==> src/rtl/lvl_irq_pkg.sv <==
package lvl_irq_pkg;
  // Register offsets (byte addresses on the bus)
  localparam int OFS_CAUSE = 'h00;
  localparam int OFS_MASK  = 'h04;
  localparam int OFS_RESET = 'h24;

  typedef enum logic [1:0] {
    SEL_NONE  = 2'd0,
    SEL_CAUSE = 2'd1,
    SEL_MASK  = 2'd2,
    SEL_RESET = 2'd3
  } reg_sel_e;
endpackage

==> src/rtl/lvl_irq_sync.sv <==
// Multi-stage synchronizer with a per-bit reset value.
module lvl_irq_sync #(
  parameter int             W       = 1,
  parameter int             STAGES  = 2,
  parameter logic [W-1:0]   RST_VAL = '0
) (
  input  logic         clk,
  input  logic         rst_n,
  input  logic [W-1:0] d_i,
  output logic [W-1:0] q_o
);
  logic [W-1:0] stg_q  [STAGES];
  logic [W-1:0] stg_nx [STAGES];

  always_comb begin
    stg_nx[0] = d_i;
    for (int s = 1; s < STAGES; s++) stg_nx[s] = stg_q[s-1];
  end

  always_ff @(posedge clk or negedge rst_n) begin
    if (!rst_n) begin
      for (int s = 0; s < STAGES; s++) stg_q[s] <= RST_VAL;
    end else begin
      for (int s = 0; s < STAGES; s++) stg_q[s] <= stg_nx[s];
    end
  end

  assign q_o = stg_q[STAGES-1];
endmodule

==> src/rtl/lvl_irq_cause.sv <==
// Builds the cause word: level lines, sticky switch flag, live switch level.
module lvl_irq_cause #(
  parameter int NLINES   = 32,
  parameter int RSW_BIT  = 1,
  parameter int SWST_BIT = 16
) (
  input  logic              clk,
  input  logic              rst_n,
  input  logic [NLINES-1:0] req_s_i,   // synchronized requests
  input  logic              sw_s_i,    // synchronized switch level, 0 = pressed
  input  logic              clr_wr_i,  // write strobe to the cause word
  input  logic [NLINES-1:0] clr_data_i,
  output logic [NLINES-1:0] cause_o,
  output logic              latch_o
);
  localparam logic [NLINES-1:0] SPECIAL = (NLINES'(1) << RSW_BIT) | (NLINES'(1) << SWST_BIT);

  logic sw_d_q, sw_d_nx;
  logic latch_q, latch_nx;
  logic press, clr_hit;

  always_comb begin
    press    = sw_d_q & ~sw_s_i;
    clr_hit  = clr_wr_i & clr_data_i[RSW_BIT];
    sw_d_nx  = sw_s_i;
    // a fresh press wins over a clearing write in the same cycle
    latch_nx = press | (latch_q & ~clr_hit);
  end

  always_ff @(posedge clk or negedge rst_n) begin
    if (!rst_n) begin
      sw_d_q  <= 1'b1;
      latch_q <= 1'b0;
    end else begin
      sw_d_q  <= sw_d_nx;
      latch_q <= latch_nx;
    end
  end

  logic [NLINES-1:0] special_v;
  for (genvar i = 0; i < NLINES; i++) begin : g_bit
    if (i == RSW_BIT) begin : g_rsw
      assign special_v[i] = latch_q;
    end else if (i == SWST_BIT) begin : g_swst
      assign special_v[i] = sw_s_i;
    end else begin : g_lvl
      assign special_v[i] = 1'b0;
    end
  end

  assign cause_o = (req_s_i & ~SPECIAL) | special_v;
  assign latch_o = latch_q;
endmodule

==> src/rtl/lvl_irq_prio.sv <==
// Lowest-index-first priority finder.
module lvl_irq_prio #(
  parameter int NLINES = 32,
  localparam int IW    = $clog2(NLINES)
) (
  input  logic [NLINES-1:0] pend_i,
  output logic              any_o,
  output logic [IW-1:0]     idx_o
);
  always_comb begin
    idx_o = '0;
    for (int i = NLINES - 1; i >= 0; i--) begin
      if (pend_i[i]) idx_o = IW'(i);
    end
    any_o = |pend_i;
  end
endmodule

==> src/rtl/lvl_irq_ctrl.sv <==
module lvl_irq_ctrl
  import lvl_irq_pkg::*;
#(
  parameter int NLINES   = 32,
  parameter int AW       = 8,
  parameter int RSW_BIT  = 1,
  parameter int SWST_BIT = 16,
  parameter int SYNC_N   = 2,
  parameter bit HAS_IDX  = 1'b1
) (
  input  logic                      clk,
  input  logic                      rst_n,
  input  logic [NLINES-1:0]         irq_req_i,
  input  logic                      sw_level_i,
  input  logic                      bus_en_i,
  input  logic                      bus_we_i,
  input  logic [AW-1:0]             bus_addr_i,
  input  logic [NLINES-1:0]         bus_wdata_i,
  output logic [NLINES-1:0]         bus_rdata_o,
  output logic                      cpu_irq_o,
  output logic [$clog2(NLINES)-1:0] pend_idx_o,
  output logic                      plat_rst_o
);
  localparam int IW = $clog2(NLINES);
  localparam logic [NLINES-1:0] LVL_MASK = ~((NLINES'(1) << RSW_BIT) | (NLINES'(1) << SWST_BIT));

  // Reset: asserted asynchronously, released on the clock
  logic srst_n;
  lvl_irq_sync #(.W(1), .STAGES(2), .RST_VAL(1'b0)) u_rst (
    .clk(clk), .rst_n(rst_n), .d_i(1'b1), .q_o(srst_n)
  );

  // Input synchronizers
  logic [NLINES-1:0] req_s;
  logic              sw_s;
  lvl_irq_sync #(.W(NLINES), .STAGES(SYNC_N), .RST_VAL('0)) u_req_sync (
    .clk(clk), .rst_n(srst_n), .d_i(irq_req_i & LVL_MASK), .q_o(req_s)
  );
  lvl_irq_sync #(.W(1), .STAGES(SYNC_N), .RST_VAL(1'b1)) u_sw_sync (
    .clk(clk), .rst_n(srst_n), .d_i(sw_level_i), .q_o(sw_s)
  );

  // Address decode
  reg_sel_e sel;
  logic     wr_cause, wr_mask, wr_rst, rd_en;
  always_comb begin
    if (bus_addr_i == AW'(OFS_CAUSE))      sel = SEL_CAUSE;
    else if (bus_addr_i == AW'(OFS_MASK))  sel = SEL_MASK;
    else if (bus_addr_i == AW'(OFS_RESET)) sel = SEL_RESET;
    else                                   sel = SEL_NONE;
    wr_cause = bus_en_i & bus_we_i & (sel == SEL_CAUSE);
    wr_mask  = bus_en_i & bus_we_i & (sel == SEL_MASK);
    wr_rst   = bus_en_i & bus_we_i & (sel == SEL_RESET);
    rd_en    = bus_en_i & ~bus_we_i;
  end

  // Cause word
  logic [NLINES-1:0] cause;
  logic              rsw_latch;
  lvl_irq_cause #(.NLINES(NLINES), .RSW_BIT(RSW_BIT), .SWST_BIT(SWST_BIT)) u_cause (
    .clk(clk), .rst_n(srst_n), .req_s_i(req_s), .sw_s_i(sw_s),
    .clr_wr_i(wr_cause), .clr_data_i(bus_wdata_i),
    .cause_o(cause), .latch_o(rsw_latch)
  );

  // Enable word, reset strobe, outputs: next state
  logic [NLINES-1:0] mask_q, mask_nx;
  logic              mask_en;
  logic              rst_q, rst_nx;
  logic              irq_q, irq_nx;
  logic [IW-1:0]     idx_q, idx_nx;
  logic [NLINES-1:0] pend_vec;

  always_comb begin
    mask_en  = wr_mask;
    mask_nx  = bus_wdata_i;
    rst_nx   = wr_rst;
    pend_vec = cause & mask_q;
  end

  if (HAS_IDX) begin : g_idx
    lvl_irq_prio #(.NLINES(NLINES)) u_prio (
      .pend_i(pend_vec), .any_o(irq_nx), .idx_o(idx_nx)
    );
  end else begin : g_noidx
    assign irq_nx = |pend_vec;
    assign idx_nx = '0;
  end

  // Registers
  always_ff @(posedge clk or negedge srst_n) begin
    if (!srst_n) begin
      mask_q <= '0;
      rst_q  <= 1'b0;
      irq_q  <= 1'b0;
      idx_q  <= '0;
    end else begin
      if (mask_en) mask_q <= mask_nx;
      rst_q <= rst_nx;
      irq_q <= irq_nx;
      idx_q <= idx_nx;
    end
  end

  // Read mux
  always_comb begin
    bus_rdata_o = '0;
    if (rd_en) begin
      case (sel)
        SEL_CAUSE: bus_rdata_o = cause;
        SEL_MASK:  bus_rdata_o = mask_q;
        default:   bus_rdata_o = '0;
      endcase
    end
  end

  assign cpu_irq_o  = irq_q;
  assign pend_idx_o = idx_q;
  assign plat_rst_o = rst_q;
endmodule

==> config.mk <==
export PLATFORM = sky130hd
export DESIGN_NAME = lvl_irq_ctrl
export DESIGN_NICKNAME = d
export VERILOG_FILES = /design/src/rtl/lvl_irq_pkg.sv /design/src/rtl/lvl_irq_sync.sv /design/src/rtl/lvl_irq_cause.sv /design/src/rtl/lvl_irq_prio.sv /design/src/rtl/lvl_irq_ctrl.sv
export SDC_FILE = /design/constraint.sdc
export NUM_CORES = 1
export LEC_CHECK = 0
export BUFFER_PORTS_ARGS = -buffer_cell sky130_fd_sc_hd__buf_2
export CAP_MARGIN = 20
export CORE_UTILIZATION = 45
export CTS_BUF_LIST = sky130_fd_sc_hd__clkbuf_16
export DETAILED_ROUTE_END_ITERATION = 10
export GPL_TIMING_DRIVEN = 0
export PLACE_DENSITY = 0.69
export SLEW_MARGIN = 25
export SYNTH_ARGS = -nofsm -noshare
export SYNTH_HDL_FRONTEND = slang
export SYNTH_HIERARCHICAL = 1
export SYNTH_SLANG_ARGS = --single-unit
==> constraint.sdc <==
create_clock -name clk -period 3.85 [get_ports clk]
set_input_delay 0.77 -clock clk [delete_from_list [all_inputs] [get_ports clk]]
set_output_delay 0.77 -clock clk [all_outputs]
set_load 0.01 [all_outputs]
==> flow_metrics.tcl, run 1 <==
set metrics [dict create \
    status "completed" \
    routed_via_density 4.87 \
    drc 0 \
    endpoint_kind "primary output" \
    rr_startpoint "u_sw_sync/q_o" \
    cts_tree "done" \
    grt_first_pass_wirelength_um 15300 \
    grt_busiest_layer "met2" \
    insertion_delay_ns 0.34 \
    post-route-period-util 0.942 \
    critPathLaunch "bus_addr_i[7]" \
    p_leak_nw 2.78 \
    grt.met3_usage 0.0458 \
    rows 36 \
    syn2layout_area_growth_pct 23.9 \
    gp_congestion 0.799 \
    drive_above_1_share 0.436 \
    die_y_um 102 \
    cp_data_arrival_time_ns 2.86 \
    timing.hold.ws_ns 0.195 \
    vdd_drop_max_mv 0.207 \
    skew_ns 0.00416 \
    wl_per_cell_um 15.1 \
    drtIter0Drc 116 \
    period_minus_slack_ns 3.63 \
    final_common_cell "buf_2" \
    yosysWarnings 6 \
    fin_ws_ns 0.224 \
    core_mm2 0.00973 \
    finalNetCount 568 \
    synthCells 362 \
    grt_max_degree 38 \
    dp_hpwl_um 6910 \
    path_class "input port to primary output" \
    cp_slowest_cell "nor4_1" \
    synth_nets 442 \
    min_path_type "input port to async pin" \
    clk_pin_slew_ns 0.07 \
    io_buffers 113 \
    dr.pass1.iters 4 \
    cts_buffers 9 \
    final_cell_mix "119 x buf_2, 101 x dfrtp_1, 43 x nor2_1" \
    crit_fanout 10 \
    fill_cells 856 \
    slew_viol_final 0 \
    dieArea_mm2 0.0104 \
    use_met1 0.272 \
    cts_max_level 3 \
    hold_buffers 0 \
    antenna_found_initial 0 \
    met2_usage 0.306 \
    max-cap-violations 0 \
    io_pins 116 \
    worst_slew_margin_rel 0.608 \
    r2r-end "pend_idx_o[0]" \
    setup_viol_count_final 0 \
    hold_viol 0 \
    grt_usage 0.195 \
    syn_area_mm2 0.00451 \
    cp_data_required_time_ns 3.08 \
    synth.avg_cell_area_um2 12.5 \
    p_per_area_mw_per_mm2 421 \
    max_freq_mhz 276 \
    vias 3048 \
    final_antenna_net_count 0 \
    path_cells "buf_2 -> nor4_1 -> and3_1 -> ha_1 -> buf_2 -> clkbuf_1 -> a22oi_1 -> nor2_1 -> buf_2" \
    setup_tns_ns 0 \
    ctsRootBufferMaster "clkbuf_16" \
    finalCoreUtilization 0.575 \
    die_x_um 102 \
    rrSetupSlack_ns 2.03 \
    routed_wl_um 9440 \
    dp_slack_ns 0.215 \
    worst-r2r-cell-count 7 \
    grt_pass1_vias 3089 \
    start_util 0.464 \
    antennaDiodeCount 0 \
    crit_buf_inv 4 \
    cts_resized 0 \
    max_stage_delay_ns 0.47 \
    crit_path_frequent_cell "buf_2" \
    post-cts-setup-buffers 0 \
    tightestPinTransition_ns 0.583 \
    cp-start-kind "input port" \
    rsz0062_at_grt "no" \
    grt_overflow 0 \
    clk_path_buf_depth 2 \
    crit_family "simple AND/OR/NAND/NOR gates" \
    clkSinkCount 105 \
]
[worst register-to-register path: cells and delay by family, from the launching register on]
family / cells / cell delay (ns)
flip-flops: 1 / 0.56
AND/OR/NAND/NOR: 1 / 0.18
AO/OA/AOI/OAI: 4 / 0.78
buffers and inverters: 2 / 0.16
[cell type report]
type,count,area (um2),share of cell area
inverters,7,26.3,0.00470
multi-input cells,204,1530,0.273
repair buffers,115,606,0.108
clock inverters,7,78.8,0.0141
clock buffers,9,225,0.0403
plain buffers,46,327,0.0584
well taps,133,166,0.0298
flip-flops and latches,105,2640,0.471
[worst max-delay path by stage]
stage | endpoint | slack, ns | cells after the start
global route | bus_rdata_o[11] | 0.03 | 9
finish | bus_rdata_o[16] | 0.22 | 9
floorplan | cpu_irq_o | 0.71 | 0
CTS | bus_rdata_o[16] | 0.22 | 9
detailed placement | bus_rdata_o[11] | 0.22 | 9
global placement | u_req_sync/q_o[29] | -0.33 | 0
[through the flow]
| stage | cells | total power [mW] | instance area, um2 |
|---|---|---|---|
| floorplan | 362 | 1.36 | 4510 |
| global placement | 608 | 1.45 | 5250 |
| detailed placement | 610 | 1.46 | 5290 |
| CTS | 626 | 2.39 | 5590 |
| global route | 626 | 2.46 | 5590 |
| finish | 626 | 2.36 | 5590 |
[power breakdown]
group,switching (mW),internal [mW],total (mW)
registers,0.0347,1.17,1.21
clock network,0.409,0.511,0.919
logic,0.104,0.124,0.228
total,0.547,1.81,2.36
[registers in the layout (all words and copies together), names as in the netlist]
signal	cells
cpu_irq_o	1
mask_q	32
pend_idx_o	5
plat_rst_o	1
u_cause/latch_o	1
u_cause/sw_d_q	1
u_req_sync/q_o	30
u_req_sync/stg_nx	30
u_rst/q_o	1
u_rst/stg_nx	1
u_sw_sync/q_o	1
u_sw_sync/stg_nx	1
[metal layers]
metal | up-vias | routed length (um)
li1 | 1475 | -
met1 | 1493 | 4400
met2 | 68 | 4540
met3 | 12 | 380
met4 | 0 | 124
met5 | - | 0
(Power assumes the default switching activity.)
==> run 2, diff against run 1 <==
--- a/config.mk
+++ b/config.mk
@@ -5,13 +5,14 @@
 export SDC_FILE = /design/constraint.sdc
 export NUM_CORES = 1
 export LEC_CHECK = 0
+export ABC_AREA = 1
 export BUFFER_PORTS_ARGS = -buffer_cell sky130_fd_sc_hd__buf_2
 export CAP_MARGIN = 20
 export CORE_UTILIZATION = 45
 export CTS_BUF_LIST = sky130_fd_sc_hd__clkbuf_16
 export DETAILED_ROUTE_END_ITERATION = 10
 export GPL_TIMING_DRIVEN = 0
-export PLACE_DENSITY = 0.69
+export PLACE_DENSITY = 0.68
 export SLEW_MARGIN = 25
 export SYNTH_ARGS = -nofsm -noshare
 export SYNTH_HDL_FRONTEND = slang
==> constraint.sdc (replaced) <==
create_clock -name clk -period 4.15 [get_ports clk]
set_input_delay 0.83 -clock clk [delete_from_list [all_inputs] [get_ports clk]]
set_output_delay 0.83 -clock clk [all_outputs]
set_load 0.01 [all_outputs]
==> flow_metrics.tcl, run 2 <==
set metrics [dict create \
    largest-register "mask_q" \
    dp_hpwl_um 7390 \
    grt_usage 0.184 \
    dieArea_mm2 0.0117 \
    clkSinkCount 105 \
    antennaDiodeCount 0 \
    finalCoreUtilization 0.561 \
    final_cell_mix "248 x nand2_1, 133 x inv_1, 121 x buf_2" \
    finish.instance_area_mm2 0.00610 \
    die_x_um 108 \
    dp_slack_ns 0.703 \
    synth_nets 703 \
    grt_pass1_vias 3667 \
    p_per_area_mw_per_mm2 356 \
    max_freq_mhz 293 \
    setup_tns_ns 0 \
    rsz0062_at_grt "no" \
    finalNetCount 828 \
    rrSetupSlack_ns 1.93 \
    min_path_type "input port to async pin" \
    io_buffers 113 \
    cts_max_level 3 \
    cts_resized 0 \
    routed_via_density 4.30 \
    p_int_mw 1.66 \
    p_clk_frac 0.372 \
    grt_first_pass_wirelength_um 16400 \
    crit_fanout 10 \
    die_y_um 108 \
    seq_area_mm2 0.00264 \
    drive_above_1_share 0.292 \
    skew_ns 0.00580 \
    grt_overflow 0 \
    ctsRootBufferMaster "clkbuf_16" \
    power_mw 2.17 \
    fin_ws_ns 0.737 \
    final_common_cell "nand2_1" \
    p_comb_frac 0.107 \
    status "completed" \
    hold_viol 0 \
    period_minus_slack_ns 3.41 \
    synth.avg_cell_area_um2 8.11 \
    antenna_found_initial 0 \
    largest_reg_flops 32 \
    cts_tree "done" \
    p_seq_frac 0.521 \
    clk_path_buf_depth 2 \
    endpoint_kind "primary output" \
    setup_viol_count_final 0 \
    switching_share 0.237 \
    synthCells 623 \
    p_switching_uw 514 \
    routed_wl_um 9950 \
    fill_cells 1021 \
    grt_max_degree 53 \
    final_antenna_net_count 0 \
    core_mm2 0.0109 \
    slew_viol_final 0 \
    clk_pin_slew_ns 0.06 \
    yosysWarnings 6 \
    start_util 0.464 \
    max-cap-violations 0 \
    p_leak_nw 3.86 \
    dpl-instance-area_mm2 0.00582 \
    rows 38 \
    io_pins 116 \
    instances_no_fill 893 \
    cts_buffers 9 \
    post-route-period-util 0.822 \
    drc 0 \
    dr.pass1.iters 4 \
    vias 3837 \
    insertion_delay_ns 0.34 \
    wl_per_cell_um 11.1 \
    cp_data_arrival_time_ns 2.58 \
    gp_congestion 0.742 \
    vdd_drop_max_mv 0.184 \
    syn2layout_area_growth_pct 20.8 \
    hold_buffers 0 \
    cp_data_required_time_ns 3.32 \
    cp-start-kind "input port" \
    multi_input_area_mm2 0.00150 \
    path_class "input port to primary output" \
    tightestPinTransition_ns 0.695 \
    timing.hold.ws_ns 0.262 \
    dp.cells 877 \
    syn_area_mm2 0.00505 \
    post-cts-setup-buffers 0 \
    drtIter0Drc 151 \
    worst_slew_margin_rel 0.536 \
]
[run 2: final cells by class]
| type | instances | area share |
|---|---|---|
| Inverter | 137 | 0.0888 |
| Clock buffer | 9 | 0.0369 |
| Timing Repair Buffer | 114 | 0.0972 |
| Multi-Input combinational cell | 332 | 0.246 |
| Tap cell | 140 | 0.0287 |
| Sequential cell | 105 | 0.432 |
| Clock inverter | 7 | 0.00902 |
| Buffer | 49 | 0.0619 |
[run 2: power by group through the flow]
| stage | Sequential, mW | Clock, mW | Combinational, mW |
|---|---|---|---|
| 2_1_floorplan | 1.16 | 0 | 0.132 |
| 3_3_place_gp | 1.16 | 0 | 0.218 |
| 3_5_place_dp | 1.15 | 0 | 0.236 |
| 4_1_cts | 1.13 | 0.829 | 0.236 |
| 5_1_grt | 1.14 | 0.869 | 0.265 |
| 6_report | 1.13 | 0.808 | 0.232 |
[run 2: worst paths after layout]
| kind | depth (start not counted) | startpoint | end |
|---|---|---|---|
| setup / recovery | 12 | bus_addr_i[7] | bus_rdata_o[20] |
| hold reg to reg | 0 | u_req_sync/stg_nx[4] | u_req_sync/q_o[4] |
| min in group clk | 0 | u_req_sync/stg_nx[4] | u_req_sync/q_o[4] |
| hold / removal | 1 | rst_n | u_rst/stg_nx[0] |
| setup reg to reg | 34 | u_req_sync/q_o[30] | pend_idx_o[0] |
| max in group asynchronous | 1 | u_rst/q_o | u_cause/sw_d_q |
[run 2: metal layers]
metal  up-vias  GRT usage  part of all wire
li1       2005          -                 -
met1      1734      0.245              0.47
met2        89      0.300              0.47
met3         9     0.0374             0.042
met4         0     0.0616             0.013
met5         -          0                 0
[run 2: critical path, cell delays in order]
cell and delay [ns]:
buf_2 0.09, nor2_1 0.26, nand2_1 0.13, a21oi_1 0.23
ha_1 0.18, buf_2 0.19, buf_2 0.26, nand2_1 0.08
nand2_1 0.07, nand2_1 0.05, inv_1 0.06, buf_2 0.12
==> run 3, diff against run 2 <==
--- a/config.mk
+++ b/config.mk
@@ -12,7 +12,7 @@
 export CTS_BUF_LIST = sky130_fd_sc_hd__clkbuf_16
 export DETAILED_ROUTE_END_ITERATION = 10
 export GPL_TIMING_DRIVEN = 0
-export PLACE_DENSITY = 0.68
+export PLACE_DENSITY = 0.71
 export SLEW_MARGIN = 25
 export SYNTH_ARGS = -nofsm -noshare
 export SYNTH_HDL_FRONTEND = slang
==> constraint.sdc (replaced) <==
create_clock -name clk -period 2.85 [get_ports clk]
set_input_delay 0.57 -clock clk [delete_from_list [all_inputs] [get_ports clk]]
set_output_delay 0.57 -clock clk [all_outputs]
set_load 0.01 [all_outputs]
==> flow_metrics.tcl, run 3 (same netlist as run 2, synthesis figures left out) <==
set metrics [dict create \
    status "completed" \
    cp-start-kind "input port" \
    core_mm2 0.0109 \
    dpl-instance-area_mm2 0.00584 \
    grt_pass1_vias 3755 \
    io_buffers 113 \
    antenna_found_initial 0 \
    insertion_delay_ns 0.34 \
    max_freq_mhz 369 \
    finalNetCount 830 \
    crit_fanout 10 \
    grt_usage 0.187 \
    path_class "input port to primary output" \
    hold_viol 0 \
    grt_first_pass_wirelength_um 16800 \
    max-cap-violations 0 \
    dr.pass1.iters 4 \
    cts_buffers 9 \
    power_mw 3.22 \
    drive_above_1_share 0.299 \
    p_leak_nw 3.86 \
    wl_per_cell_um 11.4 \
    slew_viol_final 0 \
    cts_tree "done" \
    min_path_type "register to async pin" \
    fill_cells 1022 \
    clkSinkCount 105 \
    skew_ns 0.00642 \
    drtIter0Drc 166 \
    grt_max_degree 44 \
    routed_via_density 4.34 \
    multi_input_area_mm2 0.00151 \
    endpoint_kind "primary output" \
    die_y_um 108 \
    routed_wl_um 10200 \
    post-cts-setup-buffers 0 \
    vias 3886 \
    syn2layout_area_growth_pct 22.0 \
    rows 38 \
    clk_pin_slew_ns 0.07 \
    cp_data_arrival_time_ns 2.14 \
    gp_congestion 0.767 \
    vdd_drop_max_mv 0.303 \
    final_common_cell "nand2_1" \
    io_pins 116 \
    die_x_um 108 \
    grt_overflow 0 \
    drc 0 \
    antennaDiodeCount 0 \
    finish.instance_area_mm2 0.00616 \
    rsz0062_at_grt "yes" \
    dieArea_mm2 0.0117 \
    start_util 0.464 \
    setup_viol_count_final 0 \
    dp_hpwl_um 7570 \
    largest-register "mask_q" \
    finalCoreUtilization 0.566 \
    worst-r2r-cell-count 34 \
    largest_reg_flops 32 \
    final_antenna_net_count 0 \
    cp_data_required_time_ns 2.28 \
    period_minus_slack_ns 2.71 \
    ctsRootBufferMaster "clkbuf_16" \
    p_per_area_mw_per_mm2 522 \
    clk_path_buf_depth 2 \
    seq_area_mm2 0.00264 \
    post-route-period-util 0.952 \
    final_cell_mix "248 x nand2_1, 132 x inv_1, 115 x buf_2" \
    cts_max_level 3 \
]
run 3: path summary, 6_finish.rpt:
path / start / endpoint / slack [ns]
max in group asynchronous: u_rst/q_o / u_cause/sw_d_q / 1.78
min reg2reg: u_rst/q_o / mask_q[23] / 0.22
max reg2reg: u_req_sync/q_o[30] / pend_idx_o[0] / 0.67
max: bus_addr_i[7] / bus_rdata_o[17] / 0.14
min in group clk: sw_level_i / u_sw_sync/stg_nx[0] / 0.33
min: u_rst/q_o / mask_q[23] / 0.22
run 3: final cells by class:
type / instances / share of cell area
well taps: 140 / 0.0284
clock buffers: 9 / 0.0365
repair buffers: 116 / 0.0999
inverters: 137 / 0.0879
multi-input cells: 332 / 0.244
plain buffers: 49 / 0.0637
clock inverters: 7 / 0.0116
flip-flops and latches: 105 / 0.428
run 3: per-layer routing:
| layer | wire (um) | global-route usage |
|---|---|---|
| met5 | 0 | 0 |
| met4 | 97 | 0.0577 |
| met1 | 4580 | 0.244 |
| met2 | 5040 | 0.314 |
| met3 | 479 | 0.0380 |
run 3: worst max-delay path, stage by stage:
cell     delay, ns
buf_2         0.10
nor2_2        0.20
inv_1         0.07
nor2_1        0.13
nand2_1       0.07
nand2_1       0.09
ha_1          0.14
buf_2         0.17
buf_4         0.20
nand2_1       0.07
nand2_1       0.08
nand2_1       0.06
inv_1         0.06
buf_2         0.12
run 3: metrics by stage:
step                      std cells  setup TNS (ns)  hold slack, ns  setup slack (ns)
after CTS                       895               0           0.236            0.0626
after global placement          876               0           0.332            0.0540
after floorplan                 623               0           0.274             0.497
after detailed placement        878         -0.0428           0.230           -0.0193
after global routing            895          -0.158           0.249           -0.0258
final                           895               0           0.221             0.137
run 3: power by group:
group	internal, mW	switching [mW]	leakage, nW	total (mW)
Combinational	0.161	0.191	2.42	0.352
Sequential	1.59	0.0492	1.29	1.64
Clock	0.681	0.544	0.143	1.22
run 3: repair_timing:
| item | CTS | global route |
|---|---|---|
| gates resized for setup | 1 | 13 |
| hold endpoints to repair | 2 | 0 |
| hold buffers | 1 | 0 |
| endpoints found under the setup margin | 5 | 31 |
